<file path="config.mk">
export PLATFORM = sky130hd
export DESIGN_NAME = sram_cycle_ctrl
export DESIGN_NICKNAME = d
export VERILOG_FILES = /design/src/rtl/sram_cyc_pkg.sv /design/src/rtl/sram_cyc_seq.sv /design/src/rtl/sram_cyc_lanes.sv /design/src/rtl/sram_cyc_rdmerge.sv /design/src/rtl/sram_cycle_ctrl.sv
export SDC_FILE = /design/constraint.sdc
export NUM_CORES = 1
export LEC_CHECK = 0
export BUFFER_PORTS_ARGS = -buffer_cell sky130_fd_sc_hd__buf_2
export CAP_MARGIN = 20
export CORE_MARGIN = 5
export CORE_UTILIZATION = 55
export DETAILED_ROUTE_END_ITERATION = 12
export GPL_ROUTABILITY_DRIVEN = 0
export GPL_TIMING_DRIVEN = 0
export PLACE_DENSITY = 0.79
export SYNTH_ARGS = -nofsm -noshare
export SYNTH_HDL_FRONTEND = slang
export SYNTH_HIERARCHICAL = 1
export SYNTH_SLANG_ARGS = --single-unit
</file>
<file path="constraint.sdc">
create_clock -name clk -period 7.17 [get_ports clk]
set_input_delay 0.3585 -clock clk [delete_from_list [all_inputs] [get_ports clk]]
set_output_delay 0.3585 -clock clk [all_outputs]
set_load 0.02 [all_outputs]
</file>
<file path="src/rtl/sram_cyc_pkg.sv">
package sram_cyc_pkg;

    localparam int LANES    = 4;
    localparam int BYTE_W   = 8;
    localparam int DATA_W   = LANES * BYTE_W;
    localparam int WAIT_MAX = 25;
    localparam int CNT_W    = 5;
    localparam int AREA_W   = 3;

    typedef enum logic [1:0] {
        PH_IDLE   = 2'd0,
        PH_SETUP  = 2'd1,
        PH_STROBE = 2'd2,
        PH_HOLD   = 2'd3
    } phase_e;

    typedef struct packed {
        logic [2:0]       setup;
        logic [2:0]       hold;
        logic [CNT_W-1:0] waits;
        logic             bs_hold;
        logic [1:0]       size;
    } timing_t;

    function automatic logic [CNT_W-1:0] clamp_wait(input logic [CNT_W-1:0] w);
        return (w > CNT_W'(WAIT_MAX)) ? CNT_W'(WAIT_MAX) : w;
    endfunction

    // log2 of the number of lanes used per bus cycle
    function automatic logic [1:0] width_shift(input logic [1:0] size);
        case (size)
            2'b00:   return 2'd0;
            2'b01:   return 2'd1;
            default: return 2'd2;
        endcase
    endfunction

    function automatic logic [2:0] lane_count(input logic [1:0] size);
        return 3'd1 << width_shift(size);
    endfunction

    function automatic logic [1:0] last_beat(input logic [1:0] size);
        return 2'(3'(LANES) >> width_shift(size)) - 2'd1;
    endfunction

endpackage

</file>
<file path="src/rtl/sram_cyc_seq.sv">
module sram_cyc_seq
    import sram_cyc_pkg::*;
(
    input  logic    clk,
    input  logic    rst,
    input  logic    start,
    input  timing_t tcfg,
    input  logic    bus_rdy,
    output phase_e  phase,
    output logic [1:0] beat,
    output logic    strobe_end,
    output logic    bs_act,
    output logic    done
);

    logic [CNT_W-1:0] cnt;
    logic             first_q;
    logic             last;
    logic             beat_end;
    phase_e           entry_ph;
    logic [CNT_W-1:0] entry_cnt;

    always_comb begin
        last       = (beat == last_beat(tcfg.size));
        strobe_end = (phase == PH_STROBE) && (cnt == '0) &&
                     ((tcfg.waits == '0) || bus_rdy);
        beat_end   = ((phase == PH_HOLD) && (cnt == '0)) ||
                     (strobe_end && (tcfg.hold == 3'd0));
        if (tcfg.setup != 3'd0) begin
            entry_ph  = PH_SETUP;
            entry_cnt = CNT_W'(tcfg.setup - 3'd1);
        end else begin
            entry_ph  = PH_STROBE;
            entry_cnt = tcfg.waits;
        end
        bs_act = ((phase == PH_STROBE) && first_q) ||
                 ((phase == PH_SETUP) && (cnt == '0) && tcfg.bs_hold);
    end

    always_ff @(posedge clk) begin
        if (rst) begin
            phase   <= PH_IDLE;
            cnt     <= '0;
            beat    <= '0;
            first_q <= 1'b0;
            done    <= 1'b0;
        end else begin
            done    <= 1'b0;
            first_q <= 1'b0;
            case (phase)
                PH_IDLE: begin
                    if (start) begin
                        phase   <= entry_ph;
                        cnt     <= entry_cnt;
                        beat    <= '0;
                        first_q <= (tcfg.setup == 3'd0);
                    end
                end
                PH_SETUP: begin
                    if (cnt == '0) begin
                        phase   <= PH_STROBE;
                        cnt     <= tcfg.waits;
                        first_q <= 1'b1;
                    end else begin
                        cnt <= cnt - 1'b1;
                    end
                end
                PH_STROBE: begin
                    if (cnt != '0) begin
                        cnt <= cnt - 1'b1;
                    end else if (strobe_end && (tcfg.hold != 3'd0)) begin
                        phase <= PH_HOLD;
                        cnt   <= CNT_W'(tcfg.hold - 3'd1);
                    end
                end
                PH_HOLD: begin
                    if (cnt != '0) cnt <= cnt - 1'b1;
                end
                default: phase <= PH_IDLE;
            endcase
            if (beat_end) begin
                if (last) begin
                    phase <= PH_IDLE;
                    done  <= 1'b1;
                end else begin
                    beat    <= beat + 1'b1;
                    phase   <= entry_ph;
                    cnt     <= entry_cnt;
                    first_q <= (tcfg.setup == 3'd0);
                end
            end
        end
    end

endmodule

</file>
<file path="src/rtl/sram_cyc_lanes.sv">
module sram_cyc_lanes
    import sram_cyc_pkg::*;
#(
    parameter int ADDR_W = 29
) (
    input  logic [1:0]        size,
    input  logic [1:0]        beat,
    input  logic [LANES-1:0]  be,
    input  logic [DATA_W-1:0] wdata,
    input  logic [ADDR_W-1:0] base,
    output logic [ADDR_W-1:0] addr,
    output logic [LANES-1:0]  we_en,
    output logic [DATA_W-1:0] dout
);

    logic [1:0]        off;
    logic [LANES-1:0]  be_s;
    logic [DATA_W-1:0] wd_s;

    always_comb begin
        off  = beat << width_shift(size);
        be_s = be >> off;
        wd_s = wdata >> {off, 3'b000};
        addr = base + ADDR_W'(off);
    end

    for (genvar l = 0; l < LANES; l++) begin : g_lane
        logic used;
        assign used = (3'(l) < lane_count(size));
        assign we_en[l] = used & be_s[l];
        assign dout[l*BYTE_W +: BYTE_W] = used ? wd_s[l*BYTE_W +: BYTE_W] : '0;
    end

endmodule

</file>
<file path="src/rtl/sram_cyc_rdmerge.sv">
module sram_cyc_rdmerge
    import sram_cyc_pkg::*;
(
    input  logic              clk,
    input  logic              rst,
    input  logic              clear,
    input  logic              cap,
    input  logic [1:0]        size,
    input  logic [1:0]        beat,
    input  logic [DATA_W-1:0] din,
    output logic [DATA_W-1:0] rdata
);

    logic [1:0] sh;
    logic [1:0] lane_mask;

    always_comb begin
        sh        = width_shift(size);
        lane_mask = 2'(lane_count(size) - 3'd1);
    end

    for (genvar i = 0; i < LANES; i++) begin : g_byte
        logic [BYTE_W-1:0] q;
        logic              own;
        logic [1:0]        lane;

        always_comb begin
            own  = ((2'(i) >> sh) == beat);
            lane = 2'(i) & lane_mask;
        end

        always_ff @(posedge clk) begin
            if (rst || clear) q <= '0;
            else if (cap && own) q <= din[lane*BYTE_W +: BYTE_W];
        end

        assign rdata[i*BYTE_W +: BYTE_W] = q;
    end

endmodule

</file>
<file path="src/rtl/sram_cycle_ctrl.sv">
module sram_cycle_ctrl
    import sram_cyc_pkg::*;
#(
    parameter int ADDR_W   = 29,
    parameter int AREA_LSB = 26
) (
    input  logic              clk,
    input  logic              rst,
    input  logic              req_valid,
    input  logic              req_write,
    input  logic [ADDR_W-1:0] req_addr,
    input  logic [LANES-1:0]  req_be,
    input  logic [DATA_W-1:0] req_wdata,
    output logic              req_ready,
    input  logic [AREA_W-1:0] cfg_area,
    input  logic [1:0]        cfg_size,
    input  logic [CNT_W-1:0]  cfg_wait,
    input  logic [2:0]        cfg_setup,
    input  logic [2:0]        cfg_hold,
    input  logic              cfg_bs_hold,
    input  logic              bus_rdy,
    input  logic [DATA_W-1:0] bus_din,
    output logic              bus_cs_n,
    output logic              bus_rd_n,
    output logic [LANES-1:0]  bus_we_n,
    output logic              bus_bs_n,
    output logic [ADDR_W-1:0] bus_addr,
    output logic [DATA_W-1:0] bus_dout,
    output logic              bus_doe,
    output logic              rsp_done,
    output logic [DATA_W-1:0] rsp_rdata
);

    localparam logic [ADDR_W-1:0] ALIGN_MASK = ~ADDR_W'(LANES - 1);

    timing_t           live_cfg, tcfg_q, tcfg_use;
    logic              busy, hit, start;
    logic              wr_q;
    logic [LANES-1:0]  be_q;
    logic [DATA_W-1:0] wd_q;
    logic [ADDR_W-1:0] base_q;
    phase_e            phase;
    logic [1:0]        beat;
    logic              strobe_end, bs_act, done;
    logic [ADDR_W-1:0] lane_addr;
    logic [LANES-1:0]  lane_we;
    logic [DATA_W-1:0] lane_dout;
    logic              strobe;

    always_comb begin
        live_cfg.setup   = cfg_setup;
        live_cfg.hold    = cfg_hold;
        live_cfg.waits   = clamp_wait(cfg_wait);
        live_cfg.bs_hold = cfg_bs_hold;
        live_cfg.size    = cfg_size;
        busy      = (phase != PH_IDLE);
        hit       = (req_addr[AREA_LSB +: AREA_W] == cfg_area);
        start     = req_valid && !busy && hit;
        tcfg_use  = busy ? tcfg_q : live_cfg;
    end

    always_ff @(posedge clk) begin
        if (rst) begin
            tcfg_q <= '0;
            wr_q   <= 1'b0;
            be_q   <= '0;
            wd_q   <= '0;
            base_q <= '0;
        end else if (start) begin
            tcfg_q <= live_cfg;
            wr_q   <= req_write;
            be_q   <= req_be;
            wd_q   <= req_wdata;
            base_q <= req_addr & ALIGN_MASK;
        end
    end

    sram_cyc_seq u_seq (
        .clk        (clk),
        .rst        (rst),
        .start      (start),
        .tcfg       (tcfg_use),
        .bus_rdy    (bus_rdy),
        .phase      (phase),
        .beat       (beat),
        .strobe_end (strobe_end),
        .bs_act     (bs_act),
        .done       (done)
    );

    sram_cyc_lanes #(.ADDR_W(ADDR_W)) u_lanes (
        .size  (tcfg_q.size),
        .beat  (beat),
        .be    (be_q),
        .wdata (wd_q),
        .base  (base_q),
        .addr  (lane_addr),
        .we_en (lane_we),
        .dout  (lane_dout)
    );

    sram_cyc_rdmerge u_rd (
        .clk   (clk),
        .rst   (rst),
        .clear (start),
        .cap   (strobe_end && !wr_q),
        .size  (tcfg_q.size),
        .beat  (beat),
        .din   (bus_din),
        .rdata (rsp_rdata)
    );

    always_comb begin
        strobe    = (phase == PH_STROBE);
        req_ready = !busy;
        bus_cs_n  = !busy;
        bus_rd_n  = !(strobe && !wr_q);
        bus_we_n  = ~({LANES{strobe && wr_q}} & lane_we);
        bus_bs_n  = !bs_act;
        bus_addr  = busy ? lane_addr : '0;
        bus_doe   = busy && wr_q;
        bus_dout  = bus_doe ? lane_dout : '0;
        rsp_done  = done;
    end

endmodule

</file>
Yosys cells after proc, flatten, opt, wreduce, memory -nomap -nowiden. Cells that the tools add are included. W data, S select, Z words.

$add $sub $neg: 7. Order comparisons: 5. Equality and inequality tests: 15. Shift-type cells: 12. Muxes and demuxes: 37. Bitwise logic cells: 7. Reduce and logical (&&, ||, !) cells: 40.

Operators with widths (number): $shiftx A32 B6 Y8 (2); $mux W5 (9); $mux W32 (1); $mux W8 (4); $shiftx A32 B5 Y8 (1); $shr A32 B5 Y32 (1); $add A29 B2 Y29 (1); $mux W29 (1); $mux W2 (11); $pmux W5 S4 (1); $logic_and A1 B1 Y1 (18); $mux W14 (1); $eq A2 B2 Y1 (5); $logic_not A5 Y1 (2); $ne A3 B1 Y1 const B (3); $pmux W2 S2 (2); $sub A3 B1 Y4 const B (2); $eq A2 B1 Y1 const B (3); $logic_not A2 Y1 (3); $logic_not A3 Y1 (2); $lt A1 B3 Y1 const A (2); $lt A2 B3 Y1 const A (2); $pmux W2 S3 (1); $reduce_bool A3 Y1 (2); other kinds (26) (43).

Flip-flop bits (word level): 121. Bits of input ports: 119. Output and inout port bits: 103. Word-level logic and storage cells: 141.

Depth between registers and ports, before layout.
Word-level depth: 12. Gate-level depth with buffers: 16. Mapped depth without buffers: 12.

By module. Netlist, hierarchy kept.

By module, submodules not included: sram_cycle_ctrl (instances 1, cells each 475, area each 4204.0 sq um, seq. area each 1561.5 sq um); sram_cyc_rdmerge (instances 1, cells each 192, area each 1769.2 sq um, seq. area each 640.6 sq um); sram_cyc_lanes (instances 1, cells each 164, area each 1236.2 sq um, seq. area each 0.0 sq um); sram_cyc_seq (instances 1, cells each 152, area each 1218.7 sq um, seq. area each 220.2 sq um).

Least setup slack after synthesis. Ideal clock, no wire load.

Path kind: register to register. Start: register u_seq.phase[1]. End: register u_seq.cnt[1]. Arrival: 3.186 ns. Data required time: 7.052 ns. Slack: 3.867 ns. Cell stages (with the launch flop): 16. Clock period less this slack: 3.303 ns. Cell sequence: dfxtp_1 or2_1 clkbuf_1 inv_1 buf_2 nand2_1 nand2_1 inv_1 ha_1 ha_1 buf_2 or3_1 o22ai_1 mux2_2 a2111o_1 o2111a_1.

Elaborated cells between the ends (all ways): 36. Those cells by class: add/sub: 3; eq/ne: 5; shift: 1; mux: 10; reduce/logical: 17.

RTL lines: start, declared (RTL line sram_cyc_seq.sv:9) `output phase_e phase,`; start signal, assigned (RTL line sram_cyc_seq.sv:53) `phase <= entry_ph;`; start signal, assigned (RTL line sram_cyc_seq.sv:87) `phase <= entry_ph;`; $reduce_bool A2 Y1 (*) (RTL line sram_cycle_ctrl.sv:56) `busy = (phase != PH_IDLE);`; $logic_not A1 Y1 (*); net bus_cs_n (RTL line sram_cycle_ctrl.sv:23) `output logic bus_cs_n,`; $logic_and A1 B1 Y1 (*) (2 in series) (RTL line sram_cycle_ctrl.sv:58) `start = req_valid && !busy && hit;`; $mux W5 (*) (RTL line sram_cyc_seq.sv:52) `if (start) begin`; $pmux W5 S4 (*) (RTL line sram_cyc_seq.sv:50) `case (phase)`; $mux W5 (RTL line sram_cyc_seq.sv:82) `if (last) begin`; $mux W5 (*) (RTL line sram_cyc_seq.sv:81) `if (beat_end) begin`; end signal, assigned (RTL line sram_cyc_seq.sv:54) `cnt <= entry_cnt;`; end signal, assigned (RTL line sram_cyc_seq.sv:62) `cnt <= tcfg.waits;`; end signal, assigned (RTL line sram_cyc_seq.sv:88) `cnt <= entry_cnt;`; end, declared (RTL line sram_cyc_seq.sv:16) `logic [CNT_W-1:0] cnt;`.

The timed path passes the listed nets; every way through them passes the cells marked *. A chain may end at the register's enable or synchronous reset.

==> flow_metrics.tcl <==
set metrics [dict create \
    synth_area_per_cell_um2 8.57 \
    ys_ff_latch 121 \
    powerDensity_mw_per_mm2 266 \
    whs_path_depth 3 \
    cts_max_level 4 \
    cp_slowest_cell "dfxtp_1" \
    die_w_um 134 \
    swShare_pct 39.0 \
    antenna_cells 0 \
    timing.rr.end "u_seq/cnt[1]" \
    drv_slew 0 \
    fin_crit_sh_pct 54.8 \
    cts_setup_buffers 0 \
    hold_buffers 0 \
    required_ps 7480 \
    end_kind "flop" \
    cts_tree "yes" \
    crit_family "buffers and inverters" \
    cts.sinks 121 \
    pin_count 222 \
    pwr-share-comb_pct 41.2 \
    grt_max_degree 17 \
    drv_cap 0 \
    fin_nets 1356 \
    crit_end "u_seq/cnt[1]" \
    synth_top_cell_by_area "dfxtp_1" \
    intPower_w 0.00168 \
    core_area_mm2 0.0151 \
    grt_pass1_wl_um 38800 \
    synth_enable_flop_cells 0 \
    yosys.cell_types.count 80 \
    synth.area.top_cells "dfxtp_1, mux2i_1, nand2b_1" \
    critPathMostFrequentCell "buf_2" \
    num_vias 7984 \
    cts_buffer_depth 2 \
    syn_to_final_growth_pct 22.9 \
    drt-initial-drc-count 656 \
    outcome "finished, final reports clean" \
    drive_above_1_share_pct 26.3 \
    power_frac_seq_pct 28.1 \
    grt_pass1_vias 7726 \
    drc 0 \
    clock.fmax_mhz 254 \
    tightest_slew_ps 692 \
    setup_viol 0 \
    ctsResizeCount 0 \
    io_buffers 219 \
    die-height_um 134 \
    fin_total_pwr_w 0.00276 \
    yosysTopAreaCellShare_pct 28.7 \
    dp_hpwl_um 18400 \
    critPathLaunch "u_seq/phase[0]" \
    seq_area_frac_synth_pct 28.7 \
    path_cells "or2_1 -> clkbuf_1 -> buf_2 -> buf_2 -> nand2_1 -> nand2_1 -> inv_1 -> ha_1 -> ha_1 -> buf_2 -> or3_1 -> o22ai_1 -> mux2_2 -> a2111o_1 -> o2111a_1" \
    clock_latency_ps 420 \
    cp.arrival_ps 4240 \
    fin_setup_tns_ps 0 \
    finClkSkew_ps 6.83 \
    hold_class "input pin to flop" \
    rsz0062_at_grt "false" \
    drt-total-wl_um 24500 \
    hold_viol 0 \
    slew_headroom_pct 53.7 \
    dieArea_mm2 0.0179 \
    clk_pin_slew_worst_paths_ps 50 \
    cts_made_buffers 17 \
    synth-warning-count 6 \
    clock-root-buffer "clkbuf_16" \
    cp.depth 15 \
    initial_core_util_pct 55.9 \
    p_leak_nw 4.53 \
    clockPowerShare_pct 30.7 \
    slowest_delay_ps 480 \
    postRouteAntennaNets 0 \
    num_rows 45 \
    synth_top_flop_cell "dfxtp_1" \
    nFillCells 1251 \
    antenna_found_initial 0 \
    peakVddDrop_mv 0.267 \
    drt_first_pass_iters 6 \
    min_period_ps 3930 \
    switching_power_w 0.00108 \
    r2r-start "u_seq/phase[0]" \
    via_per_inst 5.59 \
    reg2reg_depth 15 \
    synth_area_mm2 0.00843 \
    crit_type "flop to flop" \
    synth_cells 983 \
    synthArstFlopShare_pct 0 \
    wl_per_cell_um 17.2 \
    critical_path_peak_fanout 10 \
    ff2ff_setup_slack_ps 3240 \
    start_kind "flop" \
    grt-ovfl-total 0 \
    grtUsageTotal_pct 26.6 \
    path_buf_inv 5 \
]
-- power by group through the flow --
stage | logic [W] | clock network [W] | registers [W]
final | 0.00114 | 0.000846 | 0.000776
after global routing | 0.00124 | 0.000883 | 0.000784
after CTS | 0.00112 | 0.000853 | 0.000774
after detailed placement | 0.00111 | 0 | 0.000788
after global placement | 0.00109 | 0 | 0.000787
after floorplan | 0.000809 | 0 | 0.000783
-- how the worst min path moves through the flow --
stage / slack, ps / to / startpoint
after floorplan: 450 / be_q[0] / be_q[0]
after global placement: 440 / u_rd/g_byte[1].q[4] / u_rd/g_byte[1].q[4]
after detailed placement: 450 / u_rd/g_byte[1].q[1] / u_rd/g_byte[1].q[1]
after CTS: 190 / wd_q[22] / req_wdata[22]
after global routing: 200 / wd_q[22] / req_wdata[22]
final: 190 / wd_q[24] / req_wdata[24]
-- routing by layer --
metal,GRT usage (%),part of all wire (%),vias up
met5,0,0,-
met4,9.49,2.6,0
met3,5.44,8.2,57
met2,42.8,46,378
met1,35.7,43,3690
li1,-,-,3859
-- area by class of cell --
class                      count  area (um^2)  share of cell area [%]
tap                          188          235                    2.27
clock inverter                11          120                    1.16
buffer                        79          433                    4.18
clock buffer                  21          460                    4.44
inverter                      38          143                    1.38
multi-input combinational    750         5450                    52.6
timing repair buffer         219         1100                    10.6
sequential                   121         2420                    23.4
-- cell usage in the layout, fill, tap and decap left out, types with 11 or more instances in the layout --
| cell type | instances |
|---|---|
| and2_1 | 60 |
| o21ai_0 | 26 |
| buf_2 | 232 |
| a21oi_1 | 11 |
| o21a_1 | 11 |
| nand2b_1 | 162 |
| mux2i_1 | 111 |
| nor3b_1 | 13 |
| ha_1 | 11 |
| and3_1 | 39 |
| dfxtp_1 | 121 |
| clkbuf_1 | 49 |
| nand2_1 | 85 |
| mux2_2 | 11 |
| clkbuf_16 | 17 |
| xnor2_1 | 30 |
| nand4_1 | 20 |
| nor2_1 | 23 |
| inv_1 | 37 |
-- cell usage after synthesis, drive strengths merged (2+ instances only) --
library cell and number:
mux4 9, a211oi 3, nor2 23, a22oi 2
xnor2 30, o21a 11, xor2 5, nand3b 2
or2 3, nand2b 163, and4 4, clkbuf 47
or3 7, nor3 4, o211ai 9, o32ai 2
and3 39, buf 32, a22o 10, o21ai 26
ha 11, inv 38, a31oi 5, nand3 10
o31ai 4, nor4b 3, nand2 86, nor4 3
o41ai 4, and2 60, nand4 22, mux2i 112
nor2b 5, dfxtp 121, a21oi 12, a32o 2
a221oi 9, nor3b 14, or3b 2, mux2 11
-- stage by stage --
stage                     cell area [um^2]  hold slack, ps  utilization [%]  setup WS (ps)  cells
after floorplan                       8450             446                -           3870    988
after global placement                9780             442             64.8           3360   1395
after detailed placement              9780             449             64.8           3310   1395
after CTS                            10400             188             68.6           3290   1427
after global routing                 10400             195             68.6           2890   1427
final                                10400             192             68.6           3240   1427
-- flip-flops by register name (all words and copies together), names as in the netlist --
| signal | count |
|---|---|
| u_seq/done | 1 |
| u_seq/phase | 2 |
| tcfg_q | 14 |
| wd_q | 32 |
| u_rd/g_byte.q | 32 |
| be_q | 4 |
| u_seq/cnt | 5 |
| base_q | 27 |
| wr_q | 1 |
| u_seq/first_q | 1 |
| u_seq/beat | 2 |
-- worst register-to-register path, stage by stage (launching register included) --
cell and delay (ps):
dfxtp_1 480, or2_1 150, clkbuf_1 230, buf_2 320, buf_2 280, nand2_1 80, nand2_1 80, inv_1 60
ha_1 190, ha_1 160, buf_2 170, or3_1 370, o22ai_1 320, mux2_2 380, a2111o_1 400, o2111a_1 140
-- cell families after synthesis --
family / share of synthesized area [%]
other: 0.0445
and+or+nand+nor: 31.7
xor gates and xnor gates: 3.64
DFF: 28.7
AOI/OAI and AO/OA: 10.2
buffers and inverters: 6.83
adders and majority gates: 1.63
muxes: 17.2
Note: power is estimated with default switching activity, not from simulation.
